--- config.mk ---
export PLATFORM = sky130hd
export DESIGN_NAME = rs_encoder
export DESIGN_NICKNAME = d
export VERILOG_FILES = /design/src/rtl/rs_enc_pkg.sv /design/src/rtl/rs_gf_mul.sv /design/src/rtl/rs_parity_lfsr.sv /design/src/rtl/rs_enc_ctrl.sv /design/src/rtl/rs_encoder.sv
export SDC_FILE = /design/constraint.sdc
export NUM_CORES = 1
export LEC_CHECK = 0
export BUFFER_PORTS_ARGS = -buffer_cell sky130_fd_sc_hd__buf_4
export CAP_MARGIN = 25
export CORE_AREA = 2 2 88 90
export DETAILED_ROUTE_END_ITERATION = 10
export DIE_AREA = 0 0 90 92
export GPL_TIMING_DRIVEN = 0
export PLACE_DENSITY = 0.74
export SLEW_MARGIN = 10
export SYNTH_ARGS = -nofsm -noshare
export SYNTH_HDL_FRONTEND = slang
export SYNTH_SLANG_ARGS = --single-unit
--- constraint.sdc ---
create_clock -name clk -period 3.1 [get_ports clk]
set_input_delay 0.465 -clock clk [delete_from_list [all_inputs] [get_ports clk]]
set_output_delay 0.465 -clock clk [all_outputs]
set_load 0.1 [all_outputs]
--- src/rtl/rs_enc_pkg.sv ---
package rs_enc_pkg;

  typedef enum logic {PH_INFO, PH_PAR} phase_t;

  // field polynomial for each supported symbol width, bit m included
  function automatic logic [8:0] field_poly(int m);
    case (m)
      4:       return 9'h013;
      7:       return 9'h089;
      default: return 9'h11D;
    endcase
  endfunction

  // shift-and-add multiply in GF(2^m), operands held in 8 bits
  function automatic logic [7:0] gf_mul(logic [7:0] a, logic [7:0] b, int m);
    logic [7:0] acc;
    logic [7:0] sh;
    logic [7:0] mask;
    logic [8:0] p;
    acc  = '0;
    sh   = a;
    p    = field_poly(m);
    mask = 8'((9'd1 << m) - 9'd1);
    for (int i = 0; i < 8; i++) begin
      if (i < m && b[i]) acc = acc ^ sh;
      if (sh[m-1]) sh = ((sh << 1) ^ p[7:0]) & mask;
      else         sh = (sh << 1) & mask;
    end
    return acc & mask;
  endfunction

endpackage

--- src/rtl/rs_gf_mul.sv ---
module rs_gf_mul #(
  parameter int M = 8
) (
  input  logic [M-1:0] a_i,
  input  logic [M-1:0] b_i,
  output logic [M-1:0] p_o
);
  import rs_enc_pkg::*;

  logic [7:0] full;

  always_comb begin
    full = gf_mul(8'(a_i), 8'(b_i), M);
    p_o  = full[M-1:0];
  end

endmodule

--- src/rtl/rs_parity_lfsr.sv ---
module rs_parity_lfsr #(
  parameter int M    = 8,
  parameter int NPAR = 4,
  parameter int FOLD = 1
) (
  input  logic         clk,
  input  logic         rst,
  input  logic         load_i,
  input  logic [M-1:0] fb_i,
  input  logic         clr_i,
  input  logic         shift_i,
  output logic         busy_o,
  output logic [M-1:0] top_o
);
  import rs_enc_pkg::*;

  localparam int P    = NPAR / FOLD;
  localparam int FC_W = (FOLD > 1) ? $clog2(FOLD) : 1;

  function automatic logic [M-1:0] fmul(logic [M-1:0] x, logic [M-1:0] y);
    logic [7:0] r;
    r = gf_mul(8'(x), 8'(y), M);
    return r[M-1:0];
  endfunction

  // coefficients of prod (x + alpha^i), i = 0..NPAR-1; leading 1 implied
  function automatic logic [NPAR*M-1:0] gen_coefs();
    logic [M-1:0] g [NPAR+1];
    logic [M-1:0] root;
    logic [NPAR*M-1:0] packed_g;
    for (int j = 0; j <= NPAR; j++) g[j] = '0;
    g[0] = M'(1);
    root = M'(1);
    for (int i = 0; i < NPAR; i++) begin
      for (int j = NPAR; j > 0; j--) g[j] = g[j-1] ^ fmul(root, g[j]);
      g[0] = fmul(root, g[0]);
      root = fmul(root, M'(2));
    end
    for (int j = 0; j < NPAR; j++) packed_g[j*M +: M] = g[j];
    return packed_g;
  endfunction

  localparam logic [NPAR*M-1:0] GPACK = gen_coefs();

  logic [M-1:0]    par_q [NPAR];
  logic [M-1:0]    below [NPAR];
  logic [FC_W-1:0] fc_q;
  logic [M-1:0]    fb_q;
  logic            clr_q;

  logic            active;
  logic [FC_W-1:0] cur_fc;
  logic [M-1:0]    cur_fb;
  logic            cur_clr;
  int              base;
  logic [M-1:0]    coef_sel [P];
  logic [M-1:0]    prod [P];

  assign busy_o = (fc_q != '0);
  assign top_o  = par_q[NPAR-1];
  assign active = load_i || busy_o;

  always_comb begin
    cur_fc  = load_i ? '0 : fc_q;
    cur_fb  = load_i ? fb_i : fb_q;
    cur_clr = load_i ? clr_i : clr_q;
    // slices are visited from the top register downward
    base    = (FOLD - 1 - int'(cur_fc)) * P;
    for (int j = 0; j < P; j++) coef_sel[j] = GPACK[(base + j)*M +: M];
    below[0] = '0;
    for (int i = 1; i < NPAR; i++) below[i] = par_q[i-1];
  end

  for (genvar j = 0; j < P; j++) begin : g_mul
    rs_gf_mul #(.M(M)) u_mul (
      .a_i (cur_fb),
      .b_i (coef_sel[j]),
      .p_o (prod[j])
    );
  end

  always_ff @(posedge clk) begin
    if (rst) begin
      for (int i = 0; i < NPAR; i++) par_q[i] <= '0;
      fc_q  <= '0;
      fb_q  <= '0;
      clr_q <= 1'b0;
    end else if (shift_i) begin
      par_q[0] <= '0;
      for (int i = 1; i < NPAR; i++) par_q[i] <= par_q[i-1];
    end else if (active) begin
      for (int j = 0; j < P; j++)
        par_q[base + j] <= prod[j] ^ (cur_clr ? '0 : below[base + j]);
      if (load_i) begin
        fb_q  <= fb_i;
        clr_q <= clr_i;
        fc_q  <= (FOLD > 1) ? FC_W'(1) : '0;
      end else begin
        fc_q  <= (fc_q == FC_W'(FOLD - 1)) ? '0 : fc_q + FC_W'(1);
      end
    end
  end

endmodule

--- src/rtl/rs_enc_ctrl.sv ---
module rs_enc_ctrl #(
  parameter int M    = 8,
  parameter int K    = 251,
  parameter int NPAR = 4
) (
  input  logic         clk,
  input  logic         rst,
  input  logic         s_valid,
  input  logic         s_sob,
  input  logic [M-1:0] s_data,
  output logic         s_ready,
  input  logic         m_ready,
  output logic         m_valid,
  output logic [M-1:0] m_data,
  output logic         m_sob,
  output logic         m_eob,
  input  logic         busy_i,
  input  logic [M-1:0] top_i,
  output logic         load_o,
  output logic [M-1:0] fb_o,
  output logic         clr_o,
  output logic         shift_o
);
  import rs_enc_pkg::*;

  localparam int IC_W = $clog2(K + 1);
  localparam int PC_W = $clog2(NPAR + 1);

  phase_t          phase_q;
  logic [IC_W-1:0] info_cnt;
  logic [IC_W-1:0] info_next;
  logic [PC_W-1:0] par_cnt;
  logic            out_free;
  logic            par_last;

  assign out_free  = !m_valid || m_ready;
  assign s_ready   = (phase_q == PH_INFO) && !busy_i && out_free;
  assign load_o    = s_valid && s_ready;
  assign clr_o     = s_sob || (info_cnt == '0);
  assign fb_o      = s_data ^ (clr_o ? '0 : top_i);
  assign shift_o   = (phase_q == PH_PAR) && !busy_i && out_free;
  assign par_last  = (par_cnt == PC_W'(NPAR - 1));
  assign info_next = s_sob ? IC_W'(1) : info_cnt + IC_W'(1);

  always_ff @(posedge clk) begin
    if (rst) begin
      phase_q  <= PH_INFO;
      info_cnt <= '0;
      par_cnt  <= '0;
      m_valid  <= 1'b0;
      m_data   <= '0;
      m_sob    <= 1'b0;
      m_eob    <= 1'b0;
    end else if (load_o) begin
      m_valid <= 1'b1;
      m_data  <= s_data;
      m_sob   <= clr_o;
      m_eob   <= 1'b0;
      par_cnt <= '0;
      if (info_next == IC_W'(K)) begin
        phase_q  <= PH_PAR;
        info_cnt <= '0;
      end else begin
        info_cnt <= info_next;
      end
    end else if (shift_o) begin
      m_valid <= 1'b1;
      m_data  <= top_i;
      m_sob   <= 1'b0;
      m_eob   <= par_last;
      if (par_last) begin
        phase_q <= PH_INFO;
        par_cnt <= '0;
      end else begin
        par_cnt <= par_cnt + PC_W'(1);
      end
    end else if (m_ready) begin
      m_valid <= 1'b0;
    end
  end

endmodule

--- src/rtl/rs_encoder.sv ---
module rs_encoder #(
  parameter int SYM_W  = 8,
  parameter int T_CORR = 2,
  parameter int K_INFO = 251,
  parameter int FOLD   = 1
) (
  input  logic             clk,
  input  logic             rst,
  input  logic             s_valid,
  output logic             s_ready,
  input  logic             s_sob,
  input  logic [SYM_W-1:0] s_data,
  output logic             m_valid,
  input  logic             m_ready,
  output logic [SYM_W-1:0] m_data,
  output logic             m_sob,
  output logic             m_eob
);

  localparam int NPAR  = 2 * T_CORR;
  localparam int N_LEN = K_INFO + NPAR;

  logic             load;
  logic [SYM_W-1:0] fb;
  logic             clr;
  logic             shift;
  logic             busy;
  logic [SYM_W-1:0] top;

  rs_enc_ctrl #(.M(SYM_W), .K(K_INFO), .NPAR(NPAR)) u_ctrl (
    .clk     (clk),
    .rst     (rst),
    .s_valid (s_valid),
    .s_sob   (s_sob),
    .s_data  (s_data),
    .s_ready (s_ready),
    .m_ready (m_ready),
    .m_valid (m_valid),
    .m_data  (m_data),
    .m_sob   (m_sob),
    .m_eob   (m_eob),
    .busy_i  (busy),
    .top_i   (top),
    .load_o  (load),
    .fb_o    (fb),
    .clr_o   (clr),
    .shift_o (shift)
  );

  rs_parity_lfsr #(.M(SYM_W), .NPAR(NPAR), .FOLD(FOLD)) u_lfsr (
    .clk     (clk),
    .rst     (rst),
    .load_i  (load),
    .fb_i    (fb),
    .clr_i   (clr),
    .shift_i (shift),
    .busy_o  (busy),
    .top_o   (top)
  );

endmodule

# == Word level (Yosys, flattened, before mapping) ==
# Memories as Yosys holds them, arrays and structs flattened.
# Index checks and enable logic that the tools add are counted.
# totals
register_bits,33
latch_bits,0
mem_bits_rw,32
romBits,0
in_bits,13
elab_cells,198
memories,1
# mem_list
name,depth,width,rd,rd_clocked_by_memory_dff,write_ports,line_no,text
u_lfsr.par_q,4,8,4,0,4,rs_parity_lfsr.sv:45,logic [M-1:0] par_q [NPAR];
# op_classes
n_addsub,7
mul,0
div,0
magnitude_cmp,4
eq_ne,3
shifts,4
muxes,98
n_bitwise,51
n_reduce_logical,20
# op_table
cell,count
8-bit two-way mux,58
8-bit XOR,33
32-bit by 3-bit >= comparator with 1-bit output (second input constant),4
32-bit inverter,4
32-bit by 32-bit variable part select with 8-bit output (first input constant),4
32-bit by 3-bit adder with 32-bit output (second input constant),2
8-bit binary-select mux with 2-bit select,4
5-bit two-way mux,7
32-bit by 2-bit adder with 32-bit output (second input constant),1
4-bit inverter,7
1-bit two-way mux,25
8-bit OR reduction,3
8-bit by 1-bit adder with 8-bit output (second input constant),1
8-bit equality test (second input constant),1
8-bit logical NOT,1
2-bit two-way mux,3
1-bit logical AND,5
1-bit OR,5
2-bit nonzero test,2
3-bit by 1-bit adder with 3-bit output (second input constant),1
3-bit by 2-bit equality test with 1-bit output (second input constant),1
1-bit logical OR,3
3-bit two-way mux,1
3-bit AND reduction,1
8 further kinds,10

# == Longest topological paths before layout ==
# Gate-level depths: netlist of run 1.
# depth
ltp_word,25
depth_mapped,11

# == Cells and area by module ==
# A second synthesis of run 1 with hierarchy kept.
# unflattened
hier_cells,1063
area_unflattened_um2,8879.8
# by_module_without_submodules
module,instances,cells_each,area_per_inst_um2,seq_area_each_um2
rs_gf_mul,4,173,1347.5,0.0
rs_parity_lfsr,1,217,2254.7,1061.0
rs_enc_ctrl,1,154,1234.9,460.4

# == Worst setup path before layout of run 1 ==
# OpenSTA, ideal clock, no wires.
# synth_timing
path_type,reg2reg
start,register u_ctrl.m_valid
end,"memory u_lfsr.par_q[2][4], data pin"
setup_time_ns,0.132
arrival_time_ns,3.582
slack_ns,-0.614
path_stages_with_launch,9
period_less_slack_ns,3.714
cell_sequence,dfxtp_1 nor2b_4 nor2_1 nand2_1 or3_1 clkbuf_1 buf_1 o21ai_0 a22o_1
# synth_lines
item,line_no,text
"start, declared",rs_enc_ctrl.sv:13,"output logic m_valid,"
"start signal, assigned",rs_enc_ctrl.sv:50,m_valid <= 1'b0;
"start signal, assigned",rs_enc_ctrl.sv:55,m_valid <= 1'b1;
"start signal, assigned",rs_enc_ctrl.sv:67,m_valid <= 1'b1;
"end, declared",rs_parity_lfsr.sv:45,

==> results of run 1 <==
power by group:
part / internal (mW) / switching, mW / total [mW] / leakage [nW]
clock network: 0.381 / 0.342 / 0.722 / 0.104
registers: 0.962 / 0.0490 / 1.01 / 0.592
logic: 0.367 / 0.425 / 0.792 / 1.17
worst paths after layout:
path / from / endpoint / slack [ps] / cells after the start
worst max register to register: u_ctrl.info_cnt[3] / u_lfsr.par_q[3][4] / 100 / 10
worst min register to register: u_ctrl.m_data[7] / u_ctrl.m_data[7] / 460 / 2
worst min-delay path: s_valid / u_ctrl.m_valid / 380 / 3
worst max-delay path: u_ctrl.info_cnt[3] / u_lfsr.par_q[3][4] / 100 / 10
kinds of logic (layout without fill, tap and decap cells):
kind of cell / count (synthesis) / count (layout) / synth area share
mux: 21 / 21 / 0.07048
buf+inv: 32 / 97 / 0.03790
flops: 64 / 64 / 0.4043
xor+xnor: 43 / 43 / 0.1539
simple gates: 93 / 93 / 0.1287
compound gates: 112 / 112 / 0.1948
fa+ha+maj: 3 / 3 / 0.009974
worst max-delay path, delay by kind of cell (launching register included):
family / cells / cell delay [ps]
AOI/OAI and AO/OA: 2 / 400
muxes: 1 / 310
DFF: 1 / 300
xor gates and xnor gates: 2 / 800
and+or+nand+nor: 2 / 450
buffers and inverters: 3 / 470
area by class of cell:
type	instances	area, µm²
Fill cell	600	2868
Multi-Input combinational cell	272	2157
Sequential cell	64	1528
Timing Repair Buffer	49	417.9
Clock buffer	12	176.4
Tap cell	102	127.6
Buffer	23	115.1
Inverter	9	33.78
Clock inverter	4	23.77
routing by layer:
| metal | global-route usage | vias up | wire length [µm] |
|---|---|---|---|
| met1 | 0.2955 | 1518 | 4176 |
| met4 | 0.09615 | 0 | 173 |
| met2 | 0.3778 | 131 | 4548 |
| li1 | - | 1472 | - |
| met3 | 0.04191 | 22 | 703 |
| met5 | 0 | - | 0 |
cells in the final DEF, fill, tap and decap left out, drive strengths merged, types with 5 or more instances in the layout:
cell type  Yosys  layout
buf            8      57
dfxtp         40      40
a21oi         38      38
o21ai         30      30
clkbuf        15      27
nand2         24      24
edfxtp        24      24
nor2          23      23
a22o          20      20
xor2          17      17
mux2i         17      17
xnor2         15      15
nand3         12      12
inv            9      10
nor3           8       8
a22oi          8       8
nor2b          7       7
xnor3          7       7
a2111oi        5       5
state kept, by name, summed over array words and instances, names as in the netlist:
register / cells
u_lfsr.fb_q: 8
u_ctrl.m_sob: 1
u_ctrl.m_data: 8
u_lfsr.clr_q: 1
u_ctrl.phase_q: 1
u_ctrl.m_valid: 1
u_ctrl.par_cnt: 3
u_ctrl.m_eob: 1
u_ctrl.info_cnt: 8
u_lfsr.par_q: 32
stage by stage:
step | util | power, mW | hold WS (ps) | instance area [µm²] | instances
after floorplan | - | 1.550 | 453.2 | 3767 | 368
after global placement | 0.5472 | 1.677 | 442.9 | 4075 | 494
after CTS | 0.5845 | 2.430 | 375.9 | 4353 | 515
after global routing | 0.6149 | 2.618 | 394.9 | 4579 | 535
final | 0.6149 | 2.525 | 379.4 | 4579 | 535
after detailed placement | 0.5472 | 1.694 | 448.3 | 4075 | 494
repair_timing:
item	in CTS	in global routing
endpoints found under the hold margin	0	0
gates resized for setup	4	13
pin swaps	2	9
setup buffers	5	20
endpoints found under the setup margin	8	18
gates cloned	0	0
==> out/qor.txt, run 1 <==
Final Cycle Share - 0.9678
leading area contributor after synthesis - dfxtp_1
PwrDens - 551.3 nW/µm²
Ant. Diodes - 0
YS warnings - 0
post-route ant nets - 0
Area Overhead vs Synth - 21.68%
Leakage - 1.870 nW
Crit Path Category - reg -> reg
count of input and output buffers - 24
post-synthesis net count - 384
GR Util All Layers - 0.2283
Chip Height - 92 µm
VDD IR-drop max - 0.0002102 V
TritonCTS Sinks - 64
top cells by count, synth - dfxtp_1, a21oi_1, edfxtp_1, nand2_1, nor2_1
Pre-antenna DRT Iters - 7
post-route setup slack - 99.81 ps
Starting Density - 0.5054
most common cell in the netlist - dfxtp_1
Core Rows - 32
Period minus WS final - 3000 ps
H-Tree Depth - 3
synthesized instance count - 368
Cell Area, Synth - 3764 µm²
Peak Freq - 333.3 MHz
hold buffer count at cts - 0
core area - 7447 µm²
max cap viols - 0
syn avg cell area - 10.23 µm²
count of final setup violators - 0
Worst setup EP type - flop
vias after detailed routing - 3,143
dpl ws - -127.3 ps
Root Driver - clkbuf_8
Slew headroom - 0.5106
DRT iter0 DRCs - 229
Skew-Pair Late Insertion Delay - 340 ps
outcome - completed
Synth Register Bits - 64
global-route wire length before repair - 14,870 µm
post-route setup TNS - 0 ps
layout cells sized above 1 - 0.2286
Post-synth ARST share - 0
vias in the first global route - 2,945
CP peak stage delay - 420 ps
CP max-delay cell - xor3_1
Die W - 90 µm
Seq/Total Area, Yosys - 0.4043
synth unique cells - 53
IO Pins - 25
drc violations - 0
crit-path max FO - 9
GPL Wtd Cong - 0.8839
Clock transition at path regs - 80 ps
clk buf depth - 2
Yosys top cell area share - 0.2128
final hold vios - 0
drt wl/cell - 17.95 µm
top_reg_cell synth - dfxtp_1
actual slew at the worst max-slew pin - 734.1 ps
antenna violations before repair - 0
Worst Skew - 11.98 ps
maximum number of pins on one net before global-route repair - 17
Post-DP HPWL - 6086 µm
WL final - 9601 µm
CP Launch Type - flop
CP arrival - 3090 ps
Crit path required time - 3190 ps
fin. max-slew vios - 0
CTS buffer count - 9
top post-synthesis cells by area - dfxtp_1, edfxtp_1, a21oi_1
total gr overflow - 0
Die ar. - 8280 µm²
Post-layout nets - 444
cells along the critical path - buf_2, nor4b_4, a21oi_4, buf_12, nand3_1, mux2_4, buf_6, xnor3_2, xor3_1, a22o_1
CTS tree - built
classification of the worst-slack hold path - in -> reg
number of synthesized flops with an enable pin - 24
vias per inst - 5.875
Note: power is estimated with default switching activity, not from simulation.
==> run 2: changes to the inputs <==
--- a/config.mk
+++ b/config.mk
@@ -7,9 +7,9 @@
 export LEC_CHECK = 0
 export BUFFER_PORTS_ARGS = -buffer_cell sky130_fd_sc_hd__buf_4
 export CAP_MARGIN = 25
-export CORE_AREA = 2 2 88 90
+export CORE_AREA = 4 4 90 92
 export DETAILED_ROUTE_END_ITERATION = 10
-export DIE_AREA = 0 0 90 92
+export DIE_AREA = 0 0 94 96
 export GPL_TIMING_DRIVEN = 0
 export PLACE_DENSITY = 0.74
 export SLEW_MARGIN = 10
==> constraint.sdc (replaced) <==
create_clock -name clk -period 2.7 [get_ports clk]
set_input_delay 0.405 -clock clk [delete_from_list [all_inputs] [get_ports clk]]
set_output_delay 0.405 -clock clk [all_outputs]
set_load 0.1 [all_outputs]
==> run 2 against run 1 <==
The run now ends with negative setup slack left. Sequential power rose by 16%. Total power increased by 34%. Critical path depth unchanged. Die area rose by 9.0%. Global-route usage grew 0.66 points. Via count is 13% higher. Register-to-register slack got worse by 290 ps. Combinational power increased by 58%. Design area rose by 15%. Final cell count increased by 5.6%. Critical path type unchanged. Largest cell class unchanged.
==> out/qor.txt, run 2 (same netlist as run 1, synthesis figures left out) <==
outcome - complete, but fails checks
failing checks - negative setup slack
fin. max-slew vios - 0
Chip Height - 96 µm
FF-to-FF path depth - 10
post-route ant nets - 0
CP arrival - 3000 ps
Starting Density - 0.5217
Worst R2R Setup Slack - -190 ps
total gr overflow - 0
CP Launch Type - flop
GR Util All Layers - 0.2348
Pre-antenna DRT Iters - 5
core area - 7214 µm²
hold path start - s_valid
actual slew at the worst max-slew pin - 764.7 ps
crit-path max FO - 8
antenna violations before repair - 0
count of final setup violators - 23
Slew headroom - 0.4902
clk buf depth - 2
classification of the worst-slack hold path - in -> reg
vias per inst - 6.264
commonest non-fill, non-tap cell in the layout - buf_4
CP max-delay cell - xnor3_1
Worst Skew - 16.01 ps
max reg flops - 32
Crit path required time - 2820 ps
Post-layout nets - 477
Area Overhead vs Synth - 39.89%
Post-DP HPWL - 6120 µm
Die W - 94 µm
PwrDens - 644.1 nW/µm²
CTS buffer count - 9
Crit path buffers/inverters - 2
Leakage - 2.143 nW
unrepaired setup endpoints after global routing - true
Root Driver - clkbuf_8
post-route setup TNS - -2190 ps
Die ar. - 9024 µm²
dpl ws - -528.5 ps
Peak Freq - 346.5 MHz
WHS Path Cells - 3
Worst setup EP type - flop
Most flops, register - u_lfsr.par_q
R2R Path End - u_lfsr.par_q[1][6]
commonest non-fill, non-tap cells in the layout - buf_4, dfxtp_1, a21oi_1
drt wl/cell - 21.80 µm
Placed Cells incl. Taps - 491
max cap viols - 0
layout cells sized above 1 - 0.3841
count of input and output buffers - 24
WL final - 12,320 µm
vias after detailed routing - 3,539
fin cells - 565
Period minus WS final - 2886 ps
Crit Path Category - reg -> reg
GPL Wtd Cong - 0.8653
cell family with most CP delay - XOR/XNOR gates
VDD IR-drop max - 0.0002961 V
global-route wire length before repair - 16,080 µm
IO Pins - 25
Core Rows - 31
post-route setup slack - -185.8 ps
H-Tree Depth - 3
TritonCTS Sinks - 64
worst r2r src - u_ctrl.info_cnt[0]
final hold vios - 0
vias in the first global route - 3,127
Final Cycle Share - 1.069
cells along the critical path - inv_4, ha_4, nor4b_4, a21oi_4, buf_12, nand3_4, mux2i_4, xor2_1, xnor3_1, a22o_1
Clock transition at path regs - 80 ps
Ant. Diodes - 0
DRT iter0 DRCs - 379
Skew-Pair Late Insertion Delay - 370 ps
Final Total Pwr - 3.391 mW
maximum number of pins on one net before global-route repair - 17
Hold EP - u_ctrl.m_valid
CTS tree - built
drc violations - 0
CP peak stage delay - 520 ps
run 2: routing by layer:
metal  routed length (µm)  vias up  global-route usage
met1                 4645     1725              0.2984
met5                    0        -                   0
met2                 6156      224              0.4027
met3                 1044       65             0.05473
met4                  469        0             0.06498
li1                     -     1525                   -
run 2: worst reg2reg max path, cell delays in order, from the launching register on:
cell,delay [ps]
dfxtp_4,350
inv_4,60
ha_4,120
nor4b_4,250
a21oi_4,110
buf_12,160
nand3_4,90
mux2i_4,360
xor2_1,410
xnor3_1,520
a22o_1,230
run 2: per-stage QoR:
stage               hold slack, ps  utilization  instance area, µm²
floorplan                    447.2            -                3789
global placement             442.8       0.5673                4093
detailed placement           449.0       0.5673                4093
CTS                          301.3       0.6774                4887
global route                 338.0       0.7298                5265
finish                       296.7       0.7298                5265
run 2: how the worst max path moves through the flow:
stage          depth (start not counted)                 end  slack, ps               start
6_report                              10  u_lfsr.par_q[1][6]       -190  u_ctrl.info_cnt[0]
2_1_floorplan                          9  u_lfsr.par_q[1][4]       -170      u_ctrl.m_valid
4_1_cts                               12  u_lfsr.par_q[1][4]       -200  u_ctrl.info_cnt[0]
3_3_place_gp                           9  u_lfsr.par_q[1][6]       -410  u_ctrl.info_cnt[0]
3_5_place_dp                          10  u_lfsr.par_q[3][2]       -530  u_ctrl.info_cnt[1]
5_1_grt                               12  u_lfsr.par_q[2][2]       -240  u_ctrl.info_cnt[0]
run 2: final cells by class:
cell class / count / area (µm²)
Tap cell: 99 / 123.9
Fill cell: 439 / 1949
Timing Repair Buffer: 86 / 790.8
Clock inverter: 7 / 101.3
Buffer: 19 / 85.08
Sequential cell: 64 / 1533
Multi-Input combinational cell: 272 / 2469
Inverter: 9 / 38.79
Clock buffer: 9 / 123.9
run 2: report_power, final:
group	switching [mW]	internal, mW	leakage [nW]
combinational	0.628	0.624	1.44
clock	0.438	0.530	0.115
sequential	0.0682	1.10	0.592
total	1.13	2.26	2.14
run 2: repair_timing:
| item | 4_1_cts | 5_1_grt |
|---|---|---|
| hold buffers | 0 | 0 |
| pin swaps | 24 | 39 |
| setup endpoints to repair | 44 | 46 |
| buffers inserted | 39 | 27 |
| gates cloned | 0 | 0 |
| resized for setup | 47 | 55 |
==> run 3: changes to the inputs <==
--- a/config.mk
+++ b/config.mk
@@ -11,7 +11,7 @@
 export DETAILED_ROUTE_END_ITERATION = 10
 export DIE_AREA = 0 0 94 96
 export GPL_TIMING_DRIVEN = 0
-export PLACE_DENSITY = 0.74
+export PLACE_DENSITY = 0.72
 export SLEW_MARGIN = 10
 export SYNTH_ARGS = -nofsm -noshare
 export SYNTH_HDL_FRONTEND = slang
==> constraint.sdc (replaced) <==
create_clock -name clk -period 2.99 [get_ports clk]
set_input_delay 0.4485 -clock clk [delete_from_list [all_inputs] [get_ports clk]]
set_output_delay 0.4485 -clock clk [all_outputs]
set_load 0.1 [all_outputs]
==> run 3 against run 2 <==
The run now ends clean. Clock skew shrank 0.93 ps. Via count fell by 11%. Setup slack gained 210 ps. Largest cell class unchanged. Sequential power fell by 10%. Clock power decreased by 27%.
==> out/qor.txt, run 3 (same netlist as run 1, synthesis figures left out) <==
H-Tree Depth - 3
Final Total Pwr - 2.649 mW
max reg flops - 32
Post-DP HPWL - 6218 µm
Crit path buffers/inverters - 3
layout cells sized above 1 - 0.2813
Die ar. - 9024 µm²
GR Util All Layers - 0.2191
cells along the critical path - inv_2, ha_4, nor4b_4, a21oi_4, buf_4, nand3_1, mux2i_4, buf_4, xnor2_4, xor3_1, a22o_1
CP peak stage delay - 490 ps
Die W - 94 µm
CTS buffer count - 9
IO Pins - 25
Area Overhead vs Synth - 26.00%
post-route setup TNS - 0 ps
Clock transition at path regs - 80 ps
cell family with most CP delay - XOR/XNOR gates
CP arrival - 3070 ps
CP max-delay cell - xor3_1
Crit path required time - 3090 ps
Int Pwr - 1.772 mW
DRT iter0 DRCs - 287
Pre-antenna DRT Iters - 5
global-route wire length before repair - 15,030 µm
Core Rows - 31
Final Cycle Share - 0.9917
Ant. Diodes - 0
classification of the worst-slack hold path - in -> reg
Post-layout nets - 459
Most flops, register - u_lfsr.par_q
VDD IR-drop max - 0.0002354 V
drt wl/cell - 18.11 µm
hold buffer count at cts - 0
count of final setup violators - 0
Logic pwr share - 0.337
outcome - completed
GPL Wtd Cong - 0.8370
Root Driver - clkbuf_8
core area - 7214 µm²
CTS tree - built
crit-path max FO - 6
total gr overflow - 0
final hold vios - 0
fin. max-slew vios - 0
max cap viols - 0
Starting Density - 0.5217
CP Launch Type - flop
sw frac - 0.3311
Crit Path Category - reg -> reg
commonest non-fill, non-tap cell in the layout - buf_4
Leakage - 1.945 nW
antenna violations before repair - 0
Slew headroom - 0.5051
drc violations - 0
commonest non-fill, non-tap cells in the layout - buf_4, a21oi_1, dfxtp_1
clock network fraction of total power - 0.268
clk buf depth - 2
Worst setup EP type - flop
maximum number of pins on one net before global-route repair - 17
unrepaired setup endpoints after global routing - true
TritonCTS Sinks - 64
Chip Height - 96 µm
Skew-Pair Late Insertion Delay - 350 ps
Seq pwr share - 0.395
WL final - 9904 µm
Period minus WS final - 2965 ps
post-route ant nets - 0
vias after detailed routing - 3,155
actual slew at the worst max-slew pin - 740.6 ps
PwrDens - 558.5 nW/µm²
Peak Freq - 337.2 MHz
Psw - 0.8770 mW
cell repeated most along the worst path - buf_4
count of input and output buffers - 24
Worst Skew - 15.08 ps
vias in the first global route - 2,870
vias per inst - 5.768
## run 3: cell types whose count changed in the layout (fill, tap and decap cells not counted), moves of 4 or more
cell	previous run	this run
buf_6	17	7
xnor2_1	8	12
xor2_2	7	2
xor2_1	7	12
nand3_1	4	9
mux2i_1	7	12
## run 3: what timing repair did
item / CTS / global route
buffers inserted: 20 / 21
resized for setup: 10 / 25
setup endpoints to repair: 17 / 14
pin swaps: 7 / 19
## run 3: worst paths after layout
kind                      startpoint                  to  slack [ps]  cells past startpoint
hold reg to reg     u_ctrl.m_data[6]    u_ctrl.m_data[6]         460                      2
hold / removal               s_valid      u_ctrl.m_valid         360                      3
setup reg to reg  u_ctrl.info_cnt[1]  u_lfsr.par_q[1][4]          20                     11
setup / recovery  u_ctrl.info_cnt[1]  u_lfsr.par_q[1][4]          20                     11
## run 3: through the flow
| stage | utilization | std cells | instance area (µm²) | worst slack, ps | hold WS [ps] |
|---|---|---|---|---|---|
| floorplan | - | 368 | 3770 | 77.51 | 453.2 |
| CTS | 0.6174 | 527 | 4454 | 22.31 | 367.1 |
| global placement | 0.5647 | 491 | 4074 | -212.7 | 442.9 |
| global route | 0.6573 | 547 | 4742 | -41.83 | 389.6 |
| detailed placement | 0.5647 | 491 | 4074 | -210.6 | 448.0 |
| finish | 0.6573 | 547 | 4742 | 24.82 | 356.9 |
## run 3: worst min-delay path, stage by stage
cell and delay (ps):
buf_4 90, nor3_1 40, nor2_1 80
## run 3: routing by layer
layer,track usage,routed length [µm]
met5,0,0
met4,0.09146,211
met3,0.03597,639
met2,0.3572,4803
met1,0.2907,4250
## run 3: layout make-up
| cell class | instances | area (µm²) |
|---|---|---|
| fill | 543 | 2472 |
| multi-input combinational | 272 | 2232 |
| sequential | 64 | 1530 |
| timing repair buffer | 65 | 524.3 |
| clock buffer | 11 | 152.6 |
| tap | 99 | 123.9 |
| buffer | 22 | 115.1 |
| inverter | 9 | 33.78 |
| clock inverter | 5 | 30.03 |
## run 3: power groups by stage
| stage | Sequential (mW) | Combinational [mW] | Clock [mW] |
|---|---|---|---|
| after global placement | 1.06 | 0.682 | 0 |
| after floorplan | 1.11 | 0.500 | 0 |
| after CTS | 1.04 | 0.774 | 0.703 |
| after global routing | 1.05 | 0.944 | 0.749 |
| final | 1.05 | 0.892 | 0.710 |
| after detailed placement | 1.06 | 0.696 | 0 |
